### config.mk
export PLATFORM = sky130hd
export DESIGN_NAME = lre_expander
export DESIGN_NICKNAME = d
export VERILOG_FILES = /design/src/rtl/lre_desc_fifo.sv /design/src/rtl/lre_chunker.sv /design/src/rtl/lre_task_count.sv /design/src/rtl/lre_expander.sv
export SDC_FILE = /design/constraint.sdc
export NUM_CORES = 1
export LEC_CHECK = 0
export CORE_ASPECT_RATIO = 2
export CORE_UTILIZATION = 35
export DETAILED_ROUTE_END_ITERATION = 6
export DONT_BUFFER_PORTS = 1
export SYNTH_ARGS = -nofsm -noshare
export SYNTH_HDL_FRONTEND = slang
export SYNTH_HIERARCHICAL = 1
export SYNTH_SLANG_ARGS = --single-unit
### constraint.sdc
create_clock -name clk_i -period 5.5 [get_ports clk_i]
set_input_delay 0.825 -clock clk_i [delete_from_list [all_inputs] [get_ports clk_i]]
set_output_delay 0.825 -clock clk_i [all_outputs]
set_load 0.05 [all_outputs]
### src/rtl/lre_desc_fifo.sv
module lre_desc_fifo #(
  parameter int EW    = 48,
  parameter int DEPTH = 4
) (
  input  logic          clk_i,
  input  logic          rst_ni,
  input  logic          wr_en_i,
  input  logic [EW-1:0] wr_data_i,
  input  logic          rd_en_i,
  output logic [EW-1:0] rd_data_o,
  output logic          full_o,
  output logic          empty_o
);
  localparam int PW = (DEPTH > 1) ? $clog2(DEPTH) : 1;
  localparam int FW = $clog2(DEPTH + 1);

  logic [EW-1:0] mem_q [DEPTH];
  logic [PW-1:0] wr_ptr_q, rd_ptr_q;
  logic [FW-1:0] fill_q;

  function automatic logic [PW-1:0] nxt(input logic [PW-1:0] p);
    return (p == PW'(DEPTH - 1)) ? '0 : p + 1'b1;
  endfunction

  assign full_o    = (fill_q == FW'(DEPTH));
  assign empty_o   = (fill_q == '0);
  assign rd_data_o = mem_q[rd_ptr_q];

  always_ff @(posedge clk_i or negedge rst_ni) begin
    if (!rst_ni) begin
      wr_ptr_q <= '0;
      rd_ptr_q <= '0;
      fill_q   <= '0;
    end else begin
      if (wr_en_i) wr_ptr_q <= nxt(wr_ptr_q);
      if (rd_en_i) rd_ptr_q <= nxt(rd_ptr_q);
      if (wr_en_i && !rd_en_i)      fill_q <= fill_q + 1'b1;
      else if (rd_en_i && !wr_en_i) fill_q <= fill_q - 1'b1;
    end
  end

  for (genvar i = 0; i < DEPTH; i++) begin : g_slot
    always_ff @(posedge clk_i) begin
      if (wr_en_i && wr_ptr_q == PW'(i)) mem_q[i] <= wr_data_i;
    end
  end

  AST_NO_OVERFLOW: assert property (@(posedge clk_i) disable iff (!rst_ni)
    wr_en_i |-> !full_o);
  AST_NO_UNDERFLOW: assert property (@(posedge clk_i) disable iff (!rst_ni)
    rd_en_i |-> !empty_o);
endmodule

### src/rtl/lre_chunker.sv
module lre_chunker #(
  parameter int W = 16
) (
  input  logic         clk_i,
  input  logic         rst_ni,
  input  logic         head_valid_i,
  input  logic [W-1:0] n_i,
  input  logic [W-1:0] s_i,
  input  logic         take_i,
  output logic [W-1:0] beg_o,
  output logic [W-1:0] end_o,
  output logic         last_o
);
  logic [W-1:0] cur_q;
  logic [W:0]   end_w;

  assign end_w  = {1'b0, cur_q} + {1'b0, s_i};
  assign last_o = (end_w >= {1'b0, n_i});
  assign end_o  = last_o ? n_i : end_w[W-1:0];
  assign beg_o  = cur_q;

  always_ff @(posedge clk_i or negedge rst_ni) begin
    if (!rst_ni)     cur_q <= '0;
    else if (take_i) cur_q <= last_o ? '0 : end_w[W-1:0];
  end

  AST_CURSOR_IN_RANGE: assert property (@(posedge clk_i) disable iff (!rst_ni)
    head_valid_i |-> (cur_q < n_i));
  AST_CHUNK_LEN: assert property (@(posedge clk_i) disable iff (!rst_ni)
    head_valid_i |-> (end_o > beg_o) && ((end_o - beg_o) <= s_i));
endmodule

### src/rtl/lre_task_count.sv
module lre_task_count #(
  parameter int W  = 16,
  parameter int CW = 19
) (
  input  logic          clk_i,
  input  logic          rst_ni,
  input  logic          add_i,
  input  logic [W-1:0]  n_i,
  input  logic [W-1:0]  s_i,
  input  logic          dec_i,
  output logic [CW-1:0] cnt_o
);
  logic [W:0]    num_w;
  logic [W:0]    tasks_w;
  logic [CW-1:0] cnt_q;

  assign num_w   = {1'b0, n_i} + {1'b0, s_i} - 1'b1;
  assign tasks_w = (s_i == '0) ? '0 : num_w / {1'b0, s_i};
  assign cnt_o   = cnt_q;

  always_ff @(posedge clk_i or negedge rst_ni) begin
    if (!rst_ni) cnt_q <= '0;
    else cnt_q <= cnt_q + (add_i ? CW'(tasks_w) : '0) - (dec_i ? CW'(1) : '0);
  end

  AST_CNT_NO_WRAP: assert property (@(posedge clk_i) disable iff (!rst_ni)
    (dec_i && !add_i) |-> (cnt_q != '0));
endmodule

### src/rtl/lre_expander.sv
module lre_expander #(
  parameter int DW    = 32,
  parameter int W     = 16,
  parameter int DEPTH = 4,
  localparam int EW   = 2 * DW + 2 * W,
  localparam int CW   = W + $clog2(DEPTH) + 1
) (
  input  logic          clk_i,
  input  logic          rst_ni,
  input  logic          push_valid_i,
  output logic          push_ready_o,
  input  logic [DW-1:0] push_v1_i,
  input  logic [DW-1:0] push_v2_i,
  input  logic [W-1:0]  push_n_i,
  input  logic [W-1:0]  push_s_i,
  output logic          task_valid_o,
  input  logic          task_ready_i,
  output logic [DW-1:0] task_v1_o,
  output logic [DW-1:0] task_v2_o,
  output logic [W-1:0]  task_beg_o,
  output logic [W-1:0]  task_end_o,
  output logic [CW-1:0] task_cnt_o
);
  logic          full, empty, last, take, keep;
  logic [EW-1:0] head;
  logic [W-1:0]  head_n, head_s;

  // zero-sized descriptors are accepted but never stored
  assign keep = push_valid_i && push_ready_o && (push_n_i != '0) && (push_s_i != '0);
  assign take = task_valid_o && task_ready_i;

  assign push_ready_o = !full;
  assign task_valid_o = !empty;
  assign {task_v1_o, task_v2_o, head_n, head_s} = head;

  lre_desc_fifo #(.EW(EW), .DEPTH(DEPTH)) u_fifo (
    .clk_i, .rst_ni,
    .wr_en_i   (keep),
    .wr_data_i ({push_v1_i, push_v2_i, push_n_i, push_s_i}),
    .rd_en_i   (take && last),
    .rd_data_o (head),
    .full_o    (full),
    .empty_o   (empty)
  );

  lre_chunker #(.W(W)) u_chunk (
    .clk_i, .rst_ni,
    .head_valid_i (task_valid_o),
    .n_i          (head_n),
    .s_i          (head_s),
    .take_i       (take),
    .beg_o        (task_beg_o),
    .end_o        (task_end_o),
    .last_o       (last)
  );

  lre_task_count #(.W(W), .CW(CW)) u_cnt (
    .clk_i, .rst_ni,
    .add_i (keep),
    .n_i   (push_n_i),
    .s_i   (push_s_i),
    .dec_i (take),
    .cnt_o (task_cnt_o)
  );

  AST_CNT_TRACKS_VALID: assert property (@(posedge clk_i) disable iff (!rst_ni)
    (task_cnt_o != '0) == task_valid_o);
  AST_TASK_HELD: assert property (@(posedge clk_i) disable iff (!rst_ni)
    (task_valid_o && !task_ready_i) |=> task_valid_o && $stable(task_beg_o) && $stable(task_end_o));
  AST_NO_HEAD_ZERO: assert property (@(posedge clk_i) disable iff (!rst_ni)
    task_valid_o |-> (head_n != '0) && (head_s != '0));
endmodule

==> out/qor.yml, run 1 <==
yosysSeqAreaShare: 0.4698
cts_tree: "yes"
layout.nets: 3429
synth.largest_area_cell: "edfxtp_1"
drive_gt1_frac: 0.4519
worstPathArrival_ns: 31.65
rsz0062_at_grt: "true"
stdcell_count: 4112
drt-initial-drc-count: 783
antenna_left: 0
routed-via-count: 22229
io_pins: 217
placedCellCount: 3868
synthCells: 2257
worstPathMaxFanout: 9
crit_path_end_kind: "flop"
grt_pass1_vias: 23829
path_common_cell: "ha_4"
most-common-layout-cells: "buf_4, edfxtp_1, ha_1"
area_growth_pct: 42.37
path_buf_inv: 18
core_region_area_um2: 75860
period_share: 5.673
status: "complete, but fails checks"
antenna_found_initial: 3
place_congestion: 0.9863
place_hpwl_um: 71440
slowest_delay_ns: 0.51
maxSlewViolCount: 0
gr-total-overflow: 0
grt_pass1_wl_um: 138000
cts.htree.levels: 2
worst_clock_skew_ns: 0.01926
clk_path_buf_depth: 3
avgViaCountPerCell: 5.406
numPortBuffers: 0
start_util: 0.3530
rows: 143
fmax_ghz: 0.03205
finalCriticalPeriod_ns: 31.20
max_slew_margin: 0.2396
final_common_cell: "buf_4"
hold_slack_ns: 0.1102
async_reset_ff_frac: 0.09859
worst_pin_slew_ns: 1.141
cts_root_buf: "clkbuf_16"
wl_per_cell_um: 22.97
final_hold_viol_count: 0
synth-seq-cells: 426
die_w_um: 197.6
numClockSinks: 426
synthFlopType: "edfxtp_1"
setup_viol: 36
clock_latency_ns: 0.55
worstSetupPathType: "primary input to flop"
syn_area_um2: 26780
setup_slack_ns: -25.70
grt_max_degree: 71
hp-class: "primary input to asynchronous set/reset pin"
cp.required_ns: 5.95
yosysUniqueCellTypes: 93
syn-num-nets: 2619
design_area_um2: 38130
place_area_um2: 33680
synth_edf_count: 384
wirelength_um: 94430
numCtsBuffers: 38
slowest_stage: "or4_4"
postSynthAreaPerCell_um2: 11.87
synth_warnings: 6
critPathTopFamily: "compound AO/OA/AOI/OAI gates"
yosys-top-cells-area: "edfxtp_1, ha_1, mux4_2"
grt_use_total: 0.2383
drv_cap: 0
cts.clk_slew.worst_paths_ns: 0.07
fillers: 6724
drc: 0
startpoint_type: "primary input"
die_area_um2: 77700
violations: "negative setup slack"
synth_top_area_share: 0.4306
drt_pass1_iterations: 7
dieHeight_um: 393.2
-- worst paths after layout --
check / start / to / slack, ns / cells after the start
worst max-delay path: push_s_i[4] / u_cnt/cnt_o[17] / -25.70 / 160
worst min-delay path: rst_ni / u_cnt/cnt_o[16] / 0.11 / 1
worst max register to register: u_fifo/rd_ptr_q[0] / u_fifo/fill_q[1] / -0.01 / 24
worst min register to register: u_fifo/fill_q[2] / u_fifo/fill_q[2] / 0.49 / 1
max in group asynchronous: rst_ni / u_chunk/beg_o[15] / 5.12 / 1
min in group clk_i: push_v2_i[6] / u_fifo/mem_q[3][38] / 0.36 / 0
-- per-stage QoR --
step	TNS (ns)	setup WS [ns]	utilization
finish	-482.68	-25.70	0.5026
global route	-508.48	-26.99	0.5026
CTS	-473.97	-25.38	0.4895
detailed placement	-517.26	-27.91	0.4440
global placement	-506.06	-27.34	0.4440
floorplan	-462.31	-25.17	-
-- flip-flops by register name, indices dropped and copies added (netlist names) --
name and flops:
u_fifo/mem_q 384, u_cnt/cnt_o 19, u_chunk/beg_o 16, u_fifo/fill_q 3
u_fifo/rd_ptr_q 2, u_fifo/wr_ptr_q 2
-- cells in the mapped netlist (11+ instances only) --
library cell	count
a211oi_1	18
a21o_1	49
a21oi_1	117
a31oi_1	24
and2_1	19
and3_1	19
buf_2	11
clkbuf_1	28
dfrtp_1	42
edfxtp_1	384
ha_1	258
inv_1	201
mux2_2	36
mux4_2	96
nand2_1	131
nand2b_1	21
nand3_1	49
nor2_1	135
nor2b_1	23
nor3_1	55
o211ai_1	13
o21a_1	49
o21ai_0	116
o21bai_1	12
o31ai_1	17
or2_2	12
or3_1	28
xnor2_1	66
xor2_1	43
-- logic make-up after synthesis --
logic type               count (synthesis)  synth area share
multiplexers                           142            0.1002
XOR/XNOR                               109           0.03565
AO/OA/AOI/OAI                          524            0.1318
buffers and inverters                  254           0.03924
flip-flops                             426            0.4698
adder cells (fa/ha/maj)                262            0.1235
AND/OR/NAND/NOR                        540           0.09979
-- worst reg2reg max path, stage by stage (launching register included) --
cell and delay [ns]:
dfrtp_4 0.43, buf_8 0.13, mux4_2 0.55, ha_4 0.25, a41o_1 0.25, a221o_1 0.34, a31o_4 0.24, a21oi_4 0.17
nor2b_2 0.07, o31a_2 0.37, ha_4 0.30, nand3_4 0.08, nor4_4 0.34, o31ai_2 0.13, a31oi_2 0.24, a311oi_4 0.07
buf_6 0.17, buf_6 0.12, inv_4 0.04, and2_4 0.17, inv_4 0.05, ha_4 0.15, inv_2 0.05, fa_2 0.41
mux2_4 0.28
-- what timing repair did --
item | in CTS | in global routing
endpoints found under the hold margin | 42 | 0
endpoints found under the setup margin | 37 | 37
gates cloned | 1 | 0
hold buffers | 1 | 0
buffers inserted | 133 | 53
pin swaps | 168 | 168
gates resized for setup | 231 | 148
-- per-layer routing --
layer  share of wire  vias to the layer above  global-route usage
met5         0.00036                        -                   0
met4           0.085                        4              0.1696
met3           0.067                      335             0.05561
met2            0.53                      686              0.4617
met1            0.31                    11000              0.2108
li1                -                    10204                   -
-- layout make-up --
| cell class | count | area (um2) | share of cell area |
|---|---|---|---|
| Clock inverter | 23 | 240.2 | 0.006300 |
| Timing Repair Buffer | 823 | 6599 | 0.1731 |
| Clock buffer | 46 | 1002 | 0.02628 |
| Sequential cell | 426 | 12590 | 0.3302 |
| Antenna cell | 1 | 2.502 | 0.00006563 |
| Tap cell | 1015 | 1270 | 0.03331 |
| Multi-Input combinational cell | 1577 | 15650 | 0.4104 |
| Inverter | 201 | 779.5 | 0.02044 |
Power of run 1 is left out: the tool's default activity adds up to more than one toggle a clock period on the data nets, which glitch-free logic cannot reach.
==> run 2, diff against run 1 <==
--- a/config.mk
+++ b/config.mk
@@ -9,6 +9,7 @@
 export CORE_UTILIZATION = 35
 export DETAILED_ROUTE_END_ITERATION = 6
 export DONT_BUFFER_PORTS = 1
+export GPL_TIMING_DRIVEN = 0
 export SYNTH_ARGS = -nofsm -noshare
 export SYNTH_HDL_FRONTEND = slang
 export SYNTH_HIERARCHICAL = 1
==> run 2 against run 1 <==
The run still ends with negative setup slack left. Sequential share of layout area increased by 4.2 points. Die area is the same. Highest routed layer unchanged. Utilization fell by 5.7 points. Final cell count decreased by 13%. Flip-flop and latch count did not move.
==> out/qor.yml, run 2 (same netlist as run 1, synthesis figures left out) <==
dieHeight_um: 393.2  # unchanged
regMostFlops: "u_fifo/mem_q"
io_pins: 217  # unchanged
routed-via-count: 19853  # -11%
crit_end: "u_cnt/cnt_o[18]"
design_area_um2: 33790  # -11%
numClockSinks: 426  # unchanged
finalCriticalPeriod_ns: 32.84  # +1.644 ns
grt_pass1_wl_um: 123800  # -10%
startpoint_type: "primary input"
final_hold_viol_count: 0  # unchanged
wirelength_um: 84870  # -10%
drive_gt1_frac: 0.3149  # -0.1370
start_util: 0.3530  # unchanged
place_hpwl_um: 62310  # -13%
ff2ff_path_depth: 26  # +8.3%
multi_input_area_um2: 15420  # -1.5%
clock_latency_ns: 0.55  # about the same
antenna_found_initial: 1  # -2
place_area_um2: 29150  # -13%
numCtsBuffers: 38  # unchanged
grt_pass1_vias: 20999  # -12%
fmax_ghz: 0.03045  # -5.0%
setup_viol: 37  # +2.8%
avgViaCountPerCell: 5.542  # +2.5%
rows: 143  # unchanged
worstPathMaxFanout: 10  # +1
grt_max_degree: 58  # -18%
die_area_um2: 77700  # unchanged
drc: 0  # unchanged
r2r-end: "u_fifo/fill_q[2]"
cts_tree: "yes"
status: "complete, but fails checks"
period_share: 5.972  # +0.2989
slowest_delay_ns: 0.48  # -0.03 ns
drt_pass1_iterations: 5  # -2
most-common-layout-cells: "edfxtp_1, buf_4, ha_1"
ff_latch_area_um2: 12580  # about the same
startpoint: "push_s_i[2]"
setup_slack_ns: -27.34  # -1.644 ns
path_common_cell: "buf_4"
die_w_um: 197.6  # unchanged
clk_path_buf_depth: 3  # unchanged
drv_cap: 0  # unchanged
wl_per_cell_um: 23.69  # +3.2%
worstPathArrival_ns: 33.27  # +1.62 ns
max_slew_margin: 0.3419  # +0.1023
gr-total-overflow: 0  # unchanged
cts.clk_slew.worst_paths_ns: 0.07  # about the same
numPortBuffers: 0  # unchanged
violations: "negative setup slack"
final_common_cell: "edfxtp_1"
layout.nets: 2904  # -15%
cts_root_buf: "clkbuf_16"
r2r-start: "u_fifo/rd_ptr_q[0]"
worst_clock_skew_ns: 0.01219  # -0.007069 ns
reg2reg_slack_ns: -0.60  # -0.59 ns
hp-class: "primary input to asynchronous set/reset pin"
fillers: 7028  # +4.5%
maxSlewViolCount: 0  # unchanged
worstSetupPathType: "primary input to flop"
place_congestion: 0.9034  # -8.4%
antenna_left: 0  # unchanged
worst_pin_slew_ns: 0.9872  # -0.1534 ns
cp.required_ns: 5.93  # -0.02 ns
core_region_area_um2: 75860  # unchanged
drt-initial-drc-count: 793  # +1.3%
grt_use_total: 0.2145  # -0.02384
largest_register_ffs: 384  # unchanged
cts.htree.levels: 2  # unchanged
crit_path_end_kind: "flop"
area_growth_pct: 26.16
slowest_stage: "o41a_1"
rsz0062_at_grt: "true"
run 2: cell count changes in the layout (fill, tap and decap cells not counted), moves of 6 or more:
| cell | change |
|---|---|
| a21oi_1 | +12 |
| buf_4 | -521 |
| clkinvlp_4 | +10 |
| nand2_1 | +10 |
| clkbuf_1 | +8 |
| buf_6 | -31 |
| buf_12 | -11 |
| buf_2 | +7 |
| nand2_4 | -6 |
| a21oi_2 | -12 |
run 2: layer usage:
| metal | up-vias | GRT usage | wire, um | part of all wire |
|---|---|---|---|---|
| met1 | 9846 | 0.1891 | 26420 | 0.31 |
| li1 | 9161 | - | - | - |
| met2 | 602 | 0.4200 | 46070 | 0.54 |
| met3 | 242 | 0.04920 | 5603 | 0.066 |
| met4 | 2 | 0.1457 | 6766 | 0.080 |
| met5 | - | 0 | 13 | 0.00015 |
run 2: how the worst min path moves through the flow:
stage / start / to / slack, ns / cells after the start
finish: rst_ni / u_cnt/cnt_o[18] / 0.11 / 1
global route: rst_ni / u_cnt/cnt_o[18] / 0.12 / 1
CTS: rst_ni / u_cnt/cnt_o[11] / 0.10 / 1
detailed placement: u_fifo/fill_q[2] / u_fifo/fill_q[2] / 0.49 / 1
floorplan: u_fifo/fill_q[2] / u_fifo/fill_q[2] / 0.46 / 1
global placement: u_fifo/fill_q[2] / u_fifo/fill_q[2] / 0.47 / 1
run 2: final cells by class:
class,instances,area share
Multi-Input combinational cell,1577,0.4563
Sequential cell,426,0.3724
Timing Repair Buffer,247,0.06010
Tap cell,1015,0.03759
Clock buffer,43,0.02933
Inverter,201,0.02396
Buffer,51,0.01511
Clock inverter,21,0.005110
Antenna cell,1,0.00007406
run 2: timing repair:
action,in CTS,in global routing
gates cloned,2,0
buffers inserted,187,53
endpoints found under the setup margin,40,40
gates resized for setup,193,100
hold buffers,1,0
endpoints found under the hold margin,42,0
pin swaps,144,117
run 2: metrics by stage:
stage / TNS [ns] / instances / hold slack (ns) / setup slack, ns / utilization
3_5_place_dp: -615.41 / 3277 / 0.4910 / -32.53 / 0.3842
4_1_cts: -520.50 / 3530 / 0.1013 / -27.20 / 0.4337
5_1_grt: -543.17 / 3581 / 0.1231 / -28.39 / 0.4453
3_3_place_gp: -856.52 / 3272 / 0.4718 / -32.33 / 0.3825
2_1_floorplan: -462.31 / 2257 / 0.4563 / -25.17 / -
6_report: -520.80 / 3582 / 0.1139 / -27.34 / 0.4454
run 2: critical path, delay by kind of cell:
family                     cells  cell delay (ns)
AOI/OAI and AO/OA             76            15.46
xor gates and xnor gates       1             0.11
adders and majority gates     20             4.96
buffers and inverters         35             4.62
muxes                          6             1.59
and+or+nand+nor               30             5.59
Power of run 2 is left out for the same reason.
==> run 3, diff against run 2 <==
--- a/config.mk
+++ b/config.mk
@@ -10,6 +10,7 @@
 export DETAILED_ROUTE_END_ITERATION = 6
 export DONT_BUFFER_PORTS = 1
 export GPL_TIMING_DRIVEN = 0
+export MAX_ROUTING_LAYER = met4
 export SYNTH_ARGS = -nofsm -noshare
 export SYNTH_HDL_FRONTEND = slang
 export SYNTH_HIERARCHICAL = 1
==> constraint.sdc (replaced) <==
create_clock -name clk_i -period 5.5 [get_ports clk_i]
set_input_delay 1.1 -clock clk_i [delete_from_list [all_inputs] [get_ports clk_i]]
set_output_delay 1.1 -clock clk_i [all_outputs]
set_load 0.05 [all_outputs]
==> run 3 against run 2 <==
The run still ends with negative setup slack left. Final cell count increased by 1.4%. Highest routed layer is now met4. Critical path type unchanged. Count of clock-buffer cells in the layout rose by 3. Register-to-register slack gained 0.27 ns. Worst setup slack lost 0.16 ns. Global-route usage increased by 1.1 points. Non-clock buffer count grew 45.
==> out/qor.yml, run 3 (same netlist as run 1, synthesis figures left out) <==
path_buf_inv: 24  # -31%
worstSetupPathType: "primary input to flop"
drt_pass1_iterations: 5  # unchanged
period_share: 6.001  # +0.02911
fmax_ghz: 0.03030  # -0.49%
clock_latency_ns: 0.56  # about the same
met3_usage: 0.05595  # +0.006759
place_hpwl_um: 61320  # -1.6%
worstPathArrival_ns: 33.43  # +0.16 ns
path_common_cell: "ha_4"
met2_usage: 0.4188  # -0.001280
die_area_um2: 77700  # unchanged
avgViaCountPerCell: 5.570  # +0.50%
worst_clock_skew_ns: 0.02025  # +0.008052 ns
cts.clk_slew.worst_paths_ns: 0.06  # about the same
core_region_area_um2: 75860  # unchanged
postCtsHoldBufs: 0  # -1
drc: 0  # unchanged
setup_slack_ns: -27.50  # -0.1601 ns
rows: 143  # unchanged
grt_max_degree: 57  # -1.7%
final_common_cell: "edfxtp_1"
busiest_layer: "met2"
use_met1: 0.1918  # +0.002719
clk_path_buf_depth: 3  # unchanged
hold_slack_ns: 0.2433  # +0.1294 ns
regMostFlops: "u_fifo/mem_q"
slowest_delay_ns: 0.55  # +0.07 ns
wl_per_cell_um: 23.66  # -0.14%
worst_pin_slew_ns: 0.9566  # -0.03055 ns
critPathTopFamily: "compound AO/OA/AOI/OAI gates"
start_util: 0.3530  # unchanged
cts_root_buf: "clkbuf_16"
final_hold_viol_count: 0  # unchanged
setup_viol: 37  # unchanged
cts_tree: "yes"
drt-initial-drc-count: 851  # +7.3%
startpoint_type: "primary input"
rsz0062_at_grt: "true"
slowest_stage: "or4_4"
most-common-layout-cells: "edfxtp_1, buf_4, ha_1"
largest_register_ffs: 384  # unchanged
hp-class: "primary input to asynchronous set/reset pin"
reg2reg_slack_ns: -0.33  # +0.27 ns
dieHeight_um: 393.2  # unchanged
maxSlewViolCount: 0  # unchanged
gr-total-overflow: 0  # unchanged
io_pins: 217  # unchanged
numClockSinks: 426  # unchanged
die_w_um: 197.6  # unchanged
drive_gt1_frac: 0.3451  # +0.03016
finalCriticalPeriod_ns: 33.00  # +0.1601 ns
violations: "negative setup slack"
routed-via-count: 20237  # +1.9%
worstPathMaxFanout: 10  # unchanged
grt_pass1_vias: 21705  # +3.4%
max_slew_margin: 0.3609  # +0.01906
numPortBuffers: 0  # unchanged
numCtsBuffers: 38  # unchanged
area_growth_pct: 29.92
placedCellCount: 3276  # -0.031%
grt_use_total: 0.2253  # +0.01083
wirelength_um: 85960  # +1.3%
cts.htree.levels: 2  # unchanged
antenna_left: 0  # unchanged
antenna_found_initial: 1  # unchanged
cp.required_ns: 5.93  # about the same
drv_cap: 0  # unchanged
crit_path_end_kind: "flop"
place_congestion: 0.9160  # +1.4%
stdcell_count: 3633  # +1.4%
grt_pass1_wl_um: 127000  # +2.6%
status: "complete, but fails checks"
layout.nets: 2949  # +1.5%
-- run 3: stage by stage --
| stage | instance area, um2 | setup TNS [ns] | setup WS, ns | utilization |
|---|---|---|---|---|
| floorplan | 27900 | -467.60 | -25.44 | - |
| global placement | 29170 | -896.74 | -32.23 | 0.3845 |
| detailed placement | 29290 | -615.71 | -32.48 | 0.3861 |
| CTS | 33840 | -520.84 | -27.29 | 0.4461 |
| global route | 34790 | -549.73 | -28.76 | 0.4587 |
| finish | 34790 | -524.41 | -27.50 | 0.4587 |
-- run 3: worst paths after layout --
path                               startpoint                 to  depth (start not counted)
max in group asynchronous              rst_ni  u_chunk/beg_o[12]                          0
min reg2reg                  u_fifo/fill_q[2]   u_fifo/fill_q[2]                          1
min in group clk_i           u_fifo/fill_q[2]   u_fifo/fill_q[2]                          1
max reg2reg                u_fifo/rd_ptr_q[0]   u_fifo/fill_q[2]                         29
min                                    rst_ni    u_cnt/cnt_o[18]                          0
max                               push_s_i[7]    u_cnt/cnt_o[18]                        163
-- run 3: layout make-up --
class / instances / area [um2]
fillers: 6872 / 41070
multi-input cells: 1577 / 15830
flip-flops and latches: 426 / 12580
repair buffers: 295 / 2481
well taps: 1015 / 1270
clock buffers: 46 / 1002
inverters: 201 / 807.0
plain buffers: 48 / 489.2
clock inverters: 24 / 332.8
diodes: 1 / 2.502
-- run 3: timing repair --
| item | 4_1_cts | 5_1_grt |
|---|---|---|
| pin swaps | 197 | 141 |
| gates resized for setup | 262 | 123 |
| gates cloned | 4 | 0 |
| setup endpoints to repair | 40 | 37 |
| setup buffers | 238 | 55 |
-- run 3: per-layer routing --
| layer | part of all wire | up-vias |
|---|---|---|
| li1 | - | 9251 |
| met1 | 0.31 | 10026 |
| met2 | 0.53 | 657 |
| met3 | 0.070 | 303 |
| met4 | 0.085 | 0 |
| met5 | 0 | - |
-- run 3: worst reg2reg max path: cells and delay by family (launching register included) --
kind | cells | cell delay (ns)
mux | 1 | 0.55
fa+ha+maj | 4 | 1.02
flops | 1 | 0.38
compound gates | 10 | 2.27
buf+inv | 9 | 0.90
simple gates | 3 | 0.33
xor+xnor | 2 | 0.30
Power of run 3 is left out for the same reason.
